File: src/rtl/seq_unlock_pkg.sv
package seq_unlock_pkg;

  // Strobes from the control decoder to the step datapath; at most one is set.
  typedef struct packed {
    logic advance;     // move to the next step
    logic restart;     // back to step 0
    logic reseed;      // jump to step 1 (mismatch that was itself a first key)
    logic fireStore;   // emit store pulse, back to step 0
    logic fireRecall;  // emit recall pulse, back to step 0
  } seqCmd_t;

endpackage

File: src/rtl/seq_unlock_datapath.sv
module seq_unlock_datapath
  import seq_unlock_pkg::*;
#(
  parameter int ADDR_W = 13,
  parameter int PREFIX_LEN = 5,
  parameter int STEP_W = 3,
  parameter logic [ADDR_W-1:0] PREFIX_KEYS [PREFIX_LEN] =
    '{13'h0000, 13'h1555, 13'h0AAA, 13'h1FFF, 13'h10F0},
  parameter logic [ADDR_W-1:0] STORE_KEY = 13'h0F0F,
  parameter logic [ADDR_W-1:0] RECALL_KEY = 13'h0F0E
) (
  input  logic              clk,
  input  logic              rstN,
  input  logic [ADDR_W-1:0] busAddr,
  input  seqCmd_t           cmd,
  output logic              hitNext,
  output logic              hitFirst,
  output logic              hitStore,
  output logic              hitRecall,
  output logic              atFinal,
  output logic [STEP_W-1:0] stepQ,
  output logic              storeQ,
  output logic              recallQ
);

  logic [PREFIX_LEN-1:0] keyHit;

  // One comparator per prefix key, all evaluated in parallel.
  for (genvar g = 0; g < PREFIX_LEN; g++) begin : gKeyCmp
    assign keyHit[g] = (busAddr == PREFIX_KEYS[g]);
  end

  always_comb begin
    hitNext = 1'b0;
    for (int i = 0; i < PREFIX_LEN; i++) begin
      if (stepQ == STEP_W'(i)) hitNext = keyHit[i];
    end
  end

  assign hitFirst  = keyHit[0];
  assign hitStore  = (busAddr == STORE_KEY);
  assign hitRecall = (busAddr == RECALL_KEY);
  assign atFinal   = (stepQ == STEP_W'(PREFIX_LEN));

  always_ff @(posedge clk) begin
    if (!rstN) begin
      stepQ   <= '0;
      storeQ  <= 1'b0;
      recallQ <= 1'b0;
    end else begin
      storeQ  <= cmd.fireStore;
      recallQ <= cmd.fireRecall;
      if (cmd.restart || cmd.fireStore || cmd.fireRecall) stepQ <= '0;
      else if (cmd.reseed)                                stepQ <= STEP_W'(1);
      else if (cmd.advance)                               stepQ <= stepQ + 1'b1;
    end
  end

  // an advance strobe moves the step by exactly one
  a_r2_advance_by_one: assert property (@(posedge clk) disable iff (!rstN)
    cmd.advance |=> (stepQ == STEP_W'($past(stepQ) + 1'b1)));

  // a store strobe gives a store pulse and a cleared step
  a_r3_store_fires: assert property (@(posedge clk) disable iff (!rstN)
    cmd.fireStore |=> (storeQ && !recallQ && stepQ == '0));

  // a recall strobe gives a recall pulse and a cleared step
  a_r4_recall_fires: assert property (@(posedge clk) disable iff (!rstN)
    cmd.fireRecall |=> (recallQ && !storeQ && stepQ == '0));

  // a reseed lands on step 1
  a_r5_reseed_one: assert property (@(posedge clk) disable iff (!rstN)
    cmd.reseed |=> (stepQ == STEP_W'(1)));

endmodule

File: src/rtl/seq_unlock_control.sv
module seq_unlock_control
  import seq_unlock_pkg::*;
(
  input  logic    rdStrobe,
  input  logic    wrStrobe,
  input  logic    nvBusy,
  input  logic    nvDone,
  input  logic    hitNext,
  input  logic    hitFirst,
  input  logic    hitStore,
  input  logic    hitRecall,
  input  logic    atFinal,
  output seqCmd_t cmd
);

  // Priority: completion, busy freeze, write break, then read matching.
  always_comb begin
    cmd = '0;
    if (nvDone) begin
      cmd.restart = 1'b1;
    end else if (nvBusy) begin
      cmd = '0;
    end else if (wrStrobe) begin
      cmd.restart = 1'b1;
    end else if (rdStrobe) begin
      if (atFinal && hitStore)       cmd.fireStore  = 1'b1;
      else if (atFinal && hitRecall) cmd.fireRecall = 1'b1;
      else if (!atFinal && hitNext)  cmd.advance    = 1'b1;
      else if (hitFirst)             cmd.reseed     = 1'b1;
      else                           cmd.restart    = 1'b1;
    end
  end

endmodule

File: src/rtl/unlock_seq_detector.sv
module unlock_seq_detector
  import seq_unlock_pkg::*;
#(
  parameter int ADDR_W = 13,
  parameter int PREFIX_LEN = 5,
  parameter logic [ADDR_W-1:0] PREFIX_KEYS [PREFIX_LEN] =
    '{13'h0000, 13'h1555, 13'h0AAA, 13'h1FFF, 13'h10F0},
  parameter logic [ADDR_W-1:0] STORE_KEY = 13'h0F0F,
  parameter logic [ADDR_W-1:0] RECALL_KEY = 13'h0F0E,
  localparam int STEP_W = $clog2(PREFIX_LEN + 1)
) (
  input  logic              clk,
  input  logic              rstN,
  input  logic [ADDR_W-1:0] busAddr,
  input  logic              rdStrobe,
  input  logic              wrStrobe,
  input  logic              nvBusy,
  input  logic              nvDone,
  output logic              storeStart,
  output logic              recallStart,
  output logic [STEP_W-1:0] seqStep
);

  seqCmd_t cmd;
  logic hitNext, hitFirst, hitStore, hitRecall, atFinal;

  seq_unlock_control uCtrl (
    .rdStrobe (rdStrobe),
    .wrStrobe (wrStrobe),
    .nvBusy   (nvBusy),
    .nvDone   (nvDone),
    .hitNext  (hitNext),
    .hitFirst (hitFirst),
    .hitStore (hitStore),
    .hitRecall(hitRecall),
    .atFinal  (atFinal),
    .cmd      (cmd)
  );

  seq_unlock_datapath #(
    .ADDR_W     (ADDR_W),
    .PREFIX_LEN (PREFIX_LEN),
    .STEP_W     (STEP_W),
    .PREFIX_KEYS(PREFIX_KEYS),
    .STORE_KEY  (STORE_KEY),
    .RECALL_KEY (RECALL_KEY)
  ) uPath (
    .clk      (clk),
    .rstN     (rstN),
    .busAddr  (busAddr),
    .cmd      (cmd),
    .hitNext  (hitNext),
    .hitFirst (hitFirst),
    .hitStore (hitStore),
    .hitRecall(hitRecall),
    .atFinal  (atFinal),
    .stepQ    (seqStep),
    .storeQ   (storeStart),
    .recallQ  (recallStart)
  );

  // reset leaves the step at zero with no pulse
  a_r1_reset_state: assert property (@(posedge clk)
    !rstN |=> (seqStep == '0 && !storeStart && !recallStart));

  // the step never exceeds the final position
  a_r2_step_range: assert property (@(posedge clk) disable iff (!rstN)
    seqStep <= STEP_W'(PREFIX_LEN));

  // the two start pulses never overlap, and each coincides with step 0
  a_r3_pulse_exclusive: assert property (@(posedge clk) disable iff (!rstN)
    !(storeStart && recallStart));
  a_r4_pulse_step_zero: assert property (@(posedge clk) disable iff (!rstN)
    (storeStart || recallStart) |-> (seqStep == '0));

  // a write outside busy/done breaks the sequence
  a_r6_write_breaks: assert property (@(posedge clk) disable iff (!rstN)
    (wrStrobe && !nvBusy && !nvDone) |=> (seqStep == '0 && !storeStart && !recallStart));

  // busy freezes the matcher
  a_r7_busy_holds: assert property (@(posedge clk) disable iff (!rstN)
    (nvBusy && !nvDone) |=> ($stable(seqStep) && !storeStart && !recallStart));

  // completion clears the step
  a_r8_done_clears: assert property (@(posedge clk) disable iff (!rstN)
    nvDone |=> (seqStep == '0 && !storeStart && !recallStart));

  // idle cycles leave the step alone
  a_r9_idle_holds: assert property (@(posedge clk) disable iff (!rstN)
    (!rdStrobe && !wrStrobe && !nvDone) |=> $stable(seqStep));

endmodule

File: config.mk
export PLATFORM = sky130hd
export DESIGN_NAME = unlock_seq_detector
export DESIGN_NICKNAME = d
export VERILOG_FILES = /design/src/rtl/seq_unlock_pkg.sv /design/src/rtl/seq_unlock_datapath.sv /design/src/rtl/seq_unlock_control.sv /design/src/rtl/unlock_seq_detector.sv
export SDC_FILE = /design/constraint.sdc
export NUM_CORES = 1
export LEC_CHECK = 0
export BUFFER_PORTS_ARGS = -buffer_cell sky130_fd_sc_hd__buf_2
export CAP_MARGIN = 25
export CORE_AREA = 8 8 45 47
export CTS_BUF_LIST = sky130_fd_sc_hd__clkbuf_2
export DETAILED_ROUTE_END_ITERATION = 8
export DIE_AREA = 0 0 53 55
export PLACE_DENSITY_LB_ADDON = 0.05
export SYNTH_ARGS = -nofsm -noshare
export SYNTH_HDL_FRONTEND = slang
export SYNTH_SLANG_ARGS = --single-unit
File: constraint.sdc
create_clock -name clk -period 2.3 [get_ports clk]
set_clock_uncertainty 0.15 [all_clocks]
set_input_delay 0.345 -clock clk [delete_from_list [all_inputs] [get_ports clk]]
set_output_delay 0.345 -clock clk [all_outputs]
set_load 0.005 [all_outputs]
### Word-level counts from Yosys, hierarchy flattened

Index checks and enable logic that the tools add are counted.

* add/subtract/negate cells: 1
* mux-type cells: 24
* eq/ne operators: 11
* reduce and logical (&&, ||, !) cells: 11
* bitwise logic cells: 1

Operator list (count)
* $eq A13 B12 Y1 const B: 3
* $eq A13 B13 Y1 const B: 3
* $mux W1: 17
* $logic_not A13 Y1: 1
* $mux W3: 4
* $mux W5: 2
* $eq A3 B2 Y1 const B: 2
* $eq A3 B3 Y1 const B: 2
* $add A3 B1 Y3 const B: 1
* $eq A3 B1 Y1 const B: 1
* $logic_and A1 B1 Y1: 3
* $logic_not A3 Y1: 1
* $reduce_or A3 Y1: 1
* $logic_or A1 B1 Y1: 2
* $mux W2: 1
* $reduce_bool A2 Y1: 1
* $reduce_or A2 Y1: 1
* $logic_not A1 Y1: 1
* $not A1 Y1: 1

* word-level logic and storage cells: 52
* bits of input ports: 19
* output and inout bits: 5
* flip-flop bits (word level): 5

### Depth between registers and ports, before layout

Gate-level depths: netlist of run 1.

* depth in word-level cells: 17
* gate-level depth with buffers: 9
* mapped depth without buffers: 8

### Cells and area by module

Synthesis of run 1 repeated with hierarchy kept, for this count alone.

* cell total of the unflattened synthesis: 62
* area total of the unflattened synthesis: 513.0 um^2

By module, submodules not included
* seq_unlock_datapath: cells an instance 52, area an instance 421.7 um^2, times used 1, seq. area each 100.1 um^2
* seq_unlock_control: cells an instance 10, area an instance 91.3 um^2, times used 1, seq. area each 0.0 um^2

### Worst setup path before layout of run 1

OpenSTA, ideal clock, no wires.

* path type: reg2reg
* start point: register uPath.stepQ[2]
* end point: register uPath.stepQ[2]
* library setup time: 0.070 ns
* slack: 0.186 ns
* data arrival time: 1.895 ns
* buffers on the path: 1
* stages on the path, launching flop included: 9
* period minus slack after synthesis: 2.114 ns
* data required time: 2.080 ns
* cells stage by stage: dfxtp_1 -> clkbuf_1 -> inv_1 -> ha_1 -> nor4_1 -> and4_2 -> nor3_1 -> or3_1 -> a21oi_1

* cells in the longest elaborated chain, start to end: 17
* elaborated cells between the ends (all ways): 34
* classes of those cells: add/sub (1); eq/ne (5); mux (20); reduce/logical (8)

Ends and longest elaborated chain
* start: declaration: RTL line seq_unlock_datapath.sv:21 `output logic [STEP_W-1:0] stepQ,`
* start signal: assignment: RTL line seq_unlock_datapath.sv:55 `else if (cmd.advance) stepQ <= stepQ + 1'b1;`
* $logic_not A3 Y1: RTL line seq_unlock_datapath.sv:36 `if (stepQ == STEP_W'(i)) hitNext = keyHit[i];`
* $mux W1 (5 in series): RTL line seq_unlock_datapath.sv:36
* $logic_and A1 B1 Y1: RTL line seq_unlock_control.sv:28 `else if (!atFinal && hitNext) cmd.advance = 1'b1;`
* $mux W2: RTL line seq_unlock_control.sv:28
* $mux W3: RTL line seq_unlock_control.sv:27 `else if (atFinal && hitRecall) cmd.fireRecall = 1'b1;`
* $mux W3: RTL line seq_unlock_control.sv:26 `if (atFinal && hitStore) cmd.fireStore = 1'b1;`
* $mux W5: RTL line seq_unlock_control.sv:25 `end else if (rdStrobe) begin`
* $mux W1: RTL line seq_unlock_control.sv:23 `end else if (wrStrobe) begin`
* $mux W5: RTL line seq_unlock_control.sv:21 `end else if (nvBusy) begin`
* $mux W1: RTL line seq_unlock_control.sv:19 `if (nvDone) begin`
* $logic_or A1 B1 Y1 (2 in series): RTL line seq_unlock_datapath.sv:53 `if (cmd.restart || cmd.fireStore || cmd.fireRecall) stepQ <= '0;`
* $reduce_or A3 Y1 (no line)

Several ways; a longest one is shown, not always the timed one.
A chain may end at the register's enable or synchronous reset.

### Worst setup path in the final report of run 1

* start point: register uPath.stepQ[1]
* end point: register uPath.stepQ[2]

The elaborated chain is that of the path after synthesis.

==> summary.md, run 1 <==
| Metric | Value |
|---|---|
| Status | completed |
| Cells after Synth | 68 |
| Buffers on Ports | 23 |
| Clk_lat worst skew | 0.21 ns |
| Register area share after synthesis | 17.9% |
| Leak pwr | 0.292 nW |
| CTS tree | built |
| Worst Hold Launch | busAddr[0] |
| Total die area | 2920 µm² |
| Area delta synth->final | 29.8% |
| R2R setup slack | just under 0.2 ns |
| Worst min path class | input port to register |
| GR Util All Layers | 9.74% |
| First-pass GRT wire length | 2.21 mm |
| Final net count | between 100 and 150 |
| Tmin final | ~2.1 ns |
| Via count | 627 |
| Synthesized net count | just over 90 |
| Leading area contributor after synthesis | dfxtp_1 |
| F_max | 476 MHz |
| I/O Pins | 24 |
| Yosys reg bits | 5 |
| Vias per inst | between 5 and 6 |
| Clock power share | 37.8% |
| Pwr dens | around 290 nW/µm² |
| Total grt overflow | 0 |
| Hold Path Cell Cnt | 2 |
| Synthesis Warnings | 0 |
| Number of synthesized flops with an enable pin | 0 |
| Arrival time at the worst endpoint | 2.09 ns |
| Clock Sinks | 5 |
| Setup Buffers After CTS | 0 |
| Max clock buf depth | 2 |
| Yosys top cell area share | 17.9% |
| Switching part of the total | a little over a quarter |
| Worst vdd ir | between 0.2 and 0.25 mV |
| DPL Wire Length | around 1.2 mm |
| Final worst path period share | 91.4% |
| Antenna violations before repair | 0 |
| Die Ht | 55 µm |
| Post-CTS Resized | 0 |
| Post-synthesis area per instance | 8.22 µm² |
| Dpl cells | 108 |
| FILL cells | ~140 |
| Yosys cell types | 31 |
| Vias in the first global route | 562 |
| Internal | about 150 µW |
| Logic pwr share | 20.3% |
| Crit Reg-Reg Startpoint | uPath.stepQ[1] |
| Setup Viol. Count Final | 0 |
| DRT Pass-1 Iters | 4 |
| Leading post-synthesis cells by cell area | dfxtp_1 18%, ha_1 11%, nor4_4 7.6%, nand4_1 5.6%, nor3_1 4.5% |
| Final ANT Viol Nets | 0 |
| Worst hold endpoint | uPath.recallQ |
| Fin Setup TNS | 0 ns |
| DR DRC count | 0 |
| Clock transition at path regs | 0.05 ns |
| RSZ-0062 raised after global routing | false |
| Starting density of the core | 40.4% |
| Routed WL | 1.42 mm |
| Most common cell after layout, fill and taps aside | buf_2 |
| Post-Layout Cell Count | 112 |
| Crit path kind | register to register |
| Die Wd | ~53 µm |
| Met2 GRT Util | 17.6% |
| GRT met1 Usage | 11.0% |
| H-tree depth | 1 |
| Sequential share of power | 41.9% |
| Grt met3 use | 4.28% |
| Layout cells sized above 1 | 39.6% |
| Critical Path Fanout Max | 6 |
| Max Cap Viol | 0 |
| CTS Buf Count | 3 |
| Mapped Area | 559 µm² |
| Asr flop ratio synth | 0% |
| Gpl congestion | 0.780 |
| Pins Over Slew Limit | 0 |
| DR WL/cell | 12.7 µm |
| Inserted Diodes | 0 |
| Reg2reg path depth | 7 |
| Worst setup EP type | register |
| Register area | 100 µm² |
| First DRT Iteration DRCs | 14 |
| Largest net degree at the start of global routing | 10 |
| NetSw | 54.6 µW |
| Startpoint Class | register |
| Top_reg_cell synth | dfxtp_1 |
| R2r endpoint | uPath.stepQ[2] |
| Number of hold buffers added after CTS | 0 |
| Max-slew headroom | 70.0% |
| Fin. Hold Viols | 0 |
| Floorplan core area | 1380 µm² |
| Worst Path Required | 2.28 ns |
| Top Usage Layer GRT | met2 |
| Num rows | 14 |
| Multi-input logic area | 440 µm² |
| Root Buffer | clkbuf_2 |
| Worst-Margin Slew | 0.446 ns |
-- power by group through the flow --
| stage | combinational (mW) | sequential [mW] | clock, mW |
|---|---|---|---|
| final | 0.0421 | 0.0868 | 0.0783 |
| after global routing | 0.0471 | 0.0865 | 0.0942 |
| after CTS | 0.0425 | 0.0868 | 0.0819 |
| after detailed placement | 0.0423 | 0.0885 | 0 |
| after global placement | 0.0416 | 0.0885 | 0 |
| after floorplan | 0.0152 | 0.0885 | 0 |
-- kinds of logic after synthesis --
logic type      count (synthesis)  share of synthesized area, %
compound gates                 13                          19.2
buf+inv                         5                          3.35
simple gates                   40                          48.3
flops                           5                          17.9
fa+ha+maj                       5                          11.2
-- how the worst max path moves through the flow --
stage                          end  slack, ns           start  depth (start not counted)
CTS                 uPath.stepQ[2]       0.20  uPath.stepQ[1]                          7
global route        uPath.stepQ[2]       0.09  uPath.stepQ[1]                          7
finish              uPath.stepQ[2]       0.20  uPath.stepQ[1]                          7
floorplan           uPath.stepQ[2]       0.19  uPath.stepQ[2]                          8
detailed placement  uPath.stepQ[2]       0.22  uPath.stepQ[1]                          7
global placement    uPath.stepQ[2]       0.20  uPath.stepQ[1]                          7
-- stage by stage --
stage | utilization (%) | hold slack, ns | power (mW) | cell area (µm²) | setup WS (ns)
detailed placement | 51.0 | 0.396 | 0.131 | 706 | 0.224
finish | 52.4 | 0.227 | 0.207 | 726 | 0.198
global route | 52.4 | 0.226 | 0.228 | 726 | 0.0949
floorplan | - | 0.267 | 0.104 | 559 | 0.186
CTS | 52.4 | 0.214 | 0.211 | 726 | 0.202
global placement | 51.0 | 0.401 | 0.130 | 706 | 0.200
-- layer usage --
layer	up-vias	wire, µm
met3	0	119
met4	0	0
met1	293	605
met5	-	0
met2	18	699
li1	316	-
-- cell usage after synthesis, types with 2 or more instances --
library cell and count:
inv_1 4, nand2_1 4, nand3_1 4, or3_1 2, nor2_1 5, a21oi_1 3, nand4_1 5, nand2b_1 2
ha_1 5, and3_1 2, nor4_4 2, a31oi_1 2, a21oi_2 2, dfxtp_1 5, nor3_1 5
-- critical path: stages, from the launching register on --
cell     delay [ns]
dfxtp_1        0.35
ha_1           0.20
ha_1           0.22
nor4_1         0.26
and4_2         0.28
nor3_1         0.06
or3_1          0.35
a21oi_1        0.16
-- layout make-up --
cell class                      count  area share, %
Inverter                            4           2.07
Timing Repair Buffer               25           17.9
Tap cell                           16           2.76
Sequential cell                     5           13.8
Clock buffer                        4           2.76
Multi-Input combinational cell     58           60.7
-- state kept, by name, summed over array words and instances, names as in the netlist --
name and flops:
uPath.recallQ 1, uPath.stepQ 3, uPath.storeQ 1
Power figures use the tool's default switching activity.
==> run 2: changes to the inputs <==
RECOVER_POWER = 25   (was default)
==> summary.md, run 2 (synthesis gave the netlist of run 1 again) <==
| Metric | Value |
|---|---|
| Status | completed |
| DR WL/cell | 12.7 µm (unchanged) |
| Slowest-stage cell, CP | dfxtp_1 |
| Worst-Margin Slew | 0.446 ns (unchanged) |
| Leak pwr | 0.287 nW (-1.5%) |
| Arrival time at the worst endpoint | 2.09 ns (about the same) |
| GR Util All Layers | 9.74% (unchanged) |
| Die Wd | 53 µm (unchanged) |
| DR DRC count | 0 (unchanged) |
| Final ANT Viol Nets | 0 (unchanged) |
| Final net count | 121 (unchanged) |
| CP most frequent cell | ha_1 |
| Hold_ws | 0.227 ns (unchanged) |
| Area delta synth->final | 29.5% |
| Hold Path Cell Cnt | 2 (unchanged) |
| Tmin final | 2.10 ns (unchanged) |
| Worst Path Required | 2.28 ns (about the same) |
| Routed WL | 1.42 mm (unchanged) |
| Max Cap Viol | 0 (unchanged) |
| DPL Wire Length | 1.20 mm (unchanged) |
| Vias per inst | 5.60 (unchanged) |
| Vias in the first global route | 562 (unchanged) |
| I/O Pins | 24 (unchanged) |
| Buffers on Ports | 23 (unchanged) |
| Pwr dens | 286 nW/µm² (+0.17%) |
| Largest net degree at the start of global routing | 10 (unchanged) |
| Clk_lat worst skew | 0.21 ns (about the same) |
| Die Ht | 55 µm (unchanged) |
| Worst vdd ir | 0.246 mV (unchanged) |
| Worst-path cell chain | ha_1, ha_1, nor4_1, and4_2, nor3_1, or3_1, a21oi_1 |
| Final worst path period share | 91.4% (unchanged) |
| WP depth | 7 (unchanged) |
| F_max | 476 MHz (unchanged) |
| Gpl congestion | 0.780 (unchanged) |
| Crit path buffers/inverters | 0 (unchanged) |
| Most common cell after layout, fill and taps aside | buf_2 |
| Clock Sinks | 5 (unchanged) |
| DRT Pass-1 Iters | 4 (unchanged) |
| Number of hold buffers added after CTS | 0 (unchanged) |
| Largest registers | uPath.stepQ x3, uPath.recallQ x1, uPath.storeQ x1 |
| Max-slew headroom | 70.0% (unchanged) |
| CTS Buf Count | 3 (unchanged) |
| Critical Path Fanout Max | 6 (unchanged) |
| Register with the most flip-flops | uPath.stepQ |
| Slowest stage delay, CP | 0.35 ns (about the same) |
| Worst setup EP type | register |
| H-tree depth | 1 (unchanged) |
| Root Buffer | clkbuf_2 |
| Worst min path class | input port to register |
| Floorplan core area | 1380 µm² (unchanged) |
| Reg2reg path depth | 7 (unchanged) |
| Max reg flops | 3 (unchanged) |
| Fin Setup TNS | 0 ns (unchanged) |
| Worst path top cell family by delay | simple AND/OR/NAND/NOR gates |
| Starting density of the core | 40.4% (unchanged) |
| Util after Layout | 52.4% (-0.090 points) |
| Max clock buf depth | 2 (unchanged) |
| Post-CTS Resized | 0 (unchanged) |
| Crit path kind | register to register |
| Inserted Diodes | 0 (unchanged) |
| Via count | 627 (unchanged) |
| Clock transition at path regs | 0.05 ns (about the same) |
| Layout cells sized above 1 | 38.5% (-1.0 points) |
| Setup Buffers After CTS | 0 (unchanged) |
| Num rows | 14 (unchanged) |
| Pins Over Slew Limit | 0 (unchanged) |
| Antenna violations before repair | 0 (unchanged) |
| FILL cells | 140 (+0.72%) |
| Total grt overflow | 0 (unchanged) |
| Setup Viol. Count Final | 0 (unchanged) |
| First DRT Iteration DRCs | 14 (unchanged) |
| Fin. Hold Viols | 0 (unchanged) |
| CTS tree | built |
| RSZ-0062 raised after global routing | false |
| Startpoint Class | register |
| Total die area | 2920 µm² (unchanged) |
| First-pass GRT wire length | 2.21 mm (unchanged) |
==> run 2: cell types whose count changed in the layout (fill, tap and decap cells not counted), sizes merged <==
cell,change
clkbuf,+1
buf,-1
==> run 2: worst paths after layout <==
path	startpoint	end	slack [ns]
worst max-delay path	uPath.stepQ[1]	uPath.stepQ[2]	0.20
worst max register to register	uPath.stepQ[1]	uPath.stepQ[2]	0.20
worst min-delay path	busAddr[0]	uPath.recallQ	0.23
worst min register to register	uPath.stepQ[1]	uPath.stepQ[1]	0.40
==> run 2: final cells by class <==
cell class              instances  area [µm²]  share of cell area [%]
multi-input cells              58         440                    60.8
repair buffers                 25         129                    17.8
flip-flops and latches          5         100                    13.8
clock buffers                   4        20.0                    2.76
well taps                      16        20.0                    2.76
inverters                       4        15.0                    2.07
==> run 2: power by group <==
| group | leakage (nW) | internal, mW | switching [mW] | total [mW] |
|---|---|---|---|---|
| Combinational | 0.230 | 0.0198 | 0.0223 | 0.0421 |
| Sequential | 0.0402 | 0.0868 | 0.0000000992 | 0.0868 |
| Clock | 0.0166 | 0.0459 | 0.0323 | 0.0783 |
==> run 2: metal layers <==
| layer | global-route usage, % | routed length [µm] | vias up |
|---|---|---|---|
| li1 | - | - | 316 |
| met1 | 11.0 | 605 | 293 |
| met2 | 17.6 | 699 | 18 |
| met3 | 4.28 | 119 | 0 |
| met4 | 0 | 0 | 0 |
| met5 | 0 | 0 | - |
==> run 2: worst reg2reg max path: cells and delay by family (launching register included) <==
| kind | cells | cell delay, ns |
|---|---|---|
| and+or+nand+nor | 4 | 0.95 |
| adders and majority gates | 2 | 0.42 |
| DFF | 1 | 0.35 |
| AOI/OAI and AO/OA | 1 | 0.16 |
==> run 2: per-stage QoR <==
| stage | total power, mW | instance area, µm² | setup slack (ns) | std cells |
|---|---|---|---|---|
| after CTS | 0.211 | 726 | 0.202 | 112 |
| after floorplan | 0.104 | 559 | 0.186 | 68 |
| final | 0.207 | 724 | 0.198 | 112 |
| after global routing | 0.228 | 724 | 0.0949 | 112 |
| after global placement | 0.130 | 706 | 0.200 | 108 |
| after detailed placement | 0.131 | 706 | 0.224 | 108 |
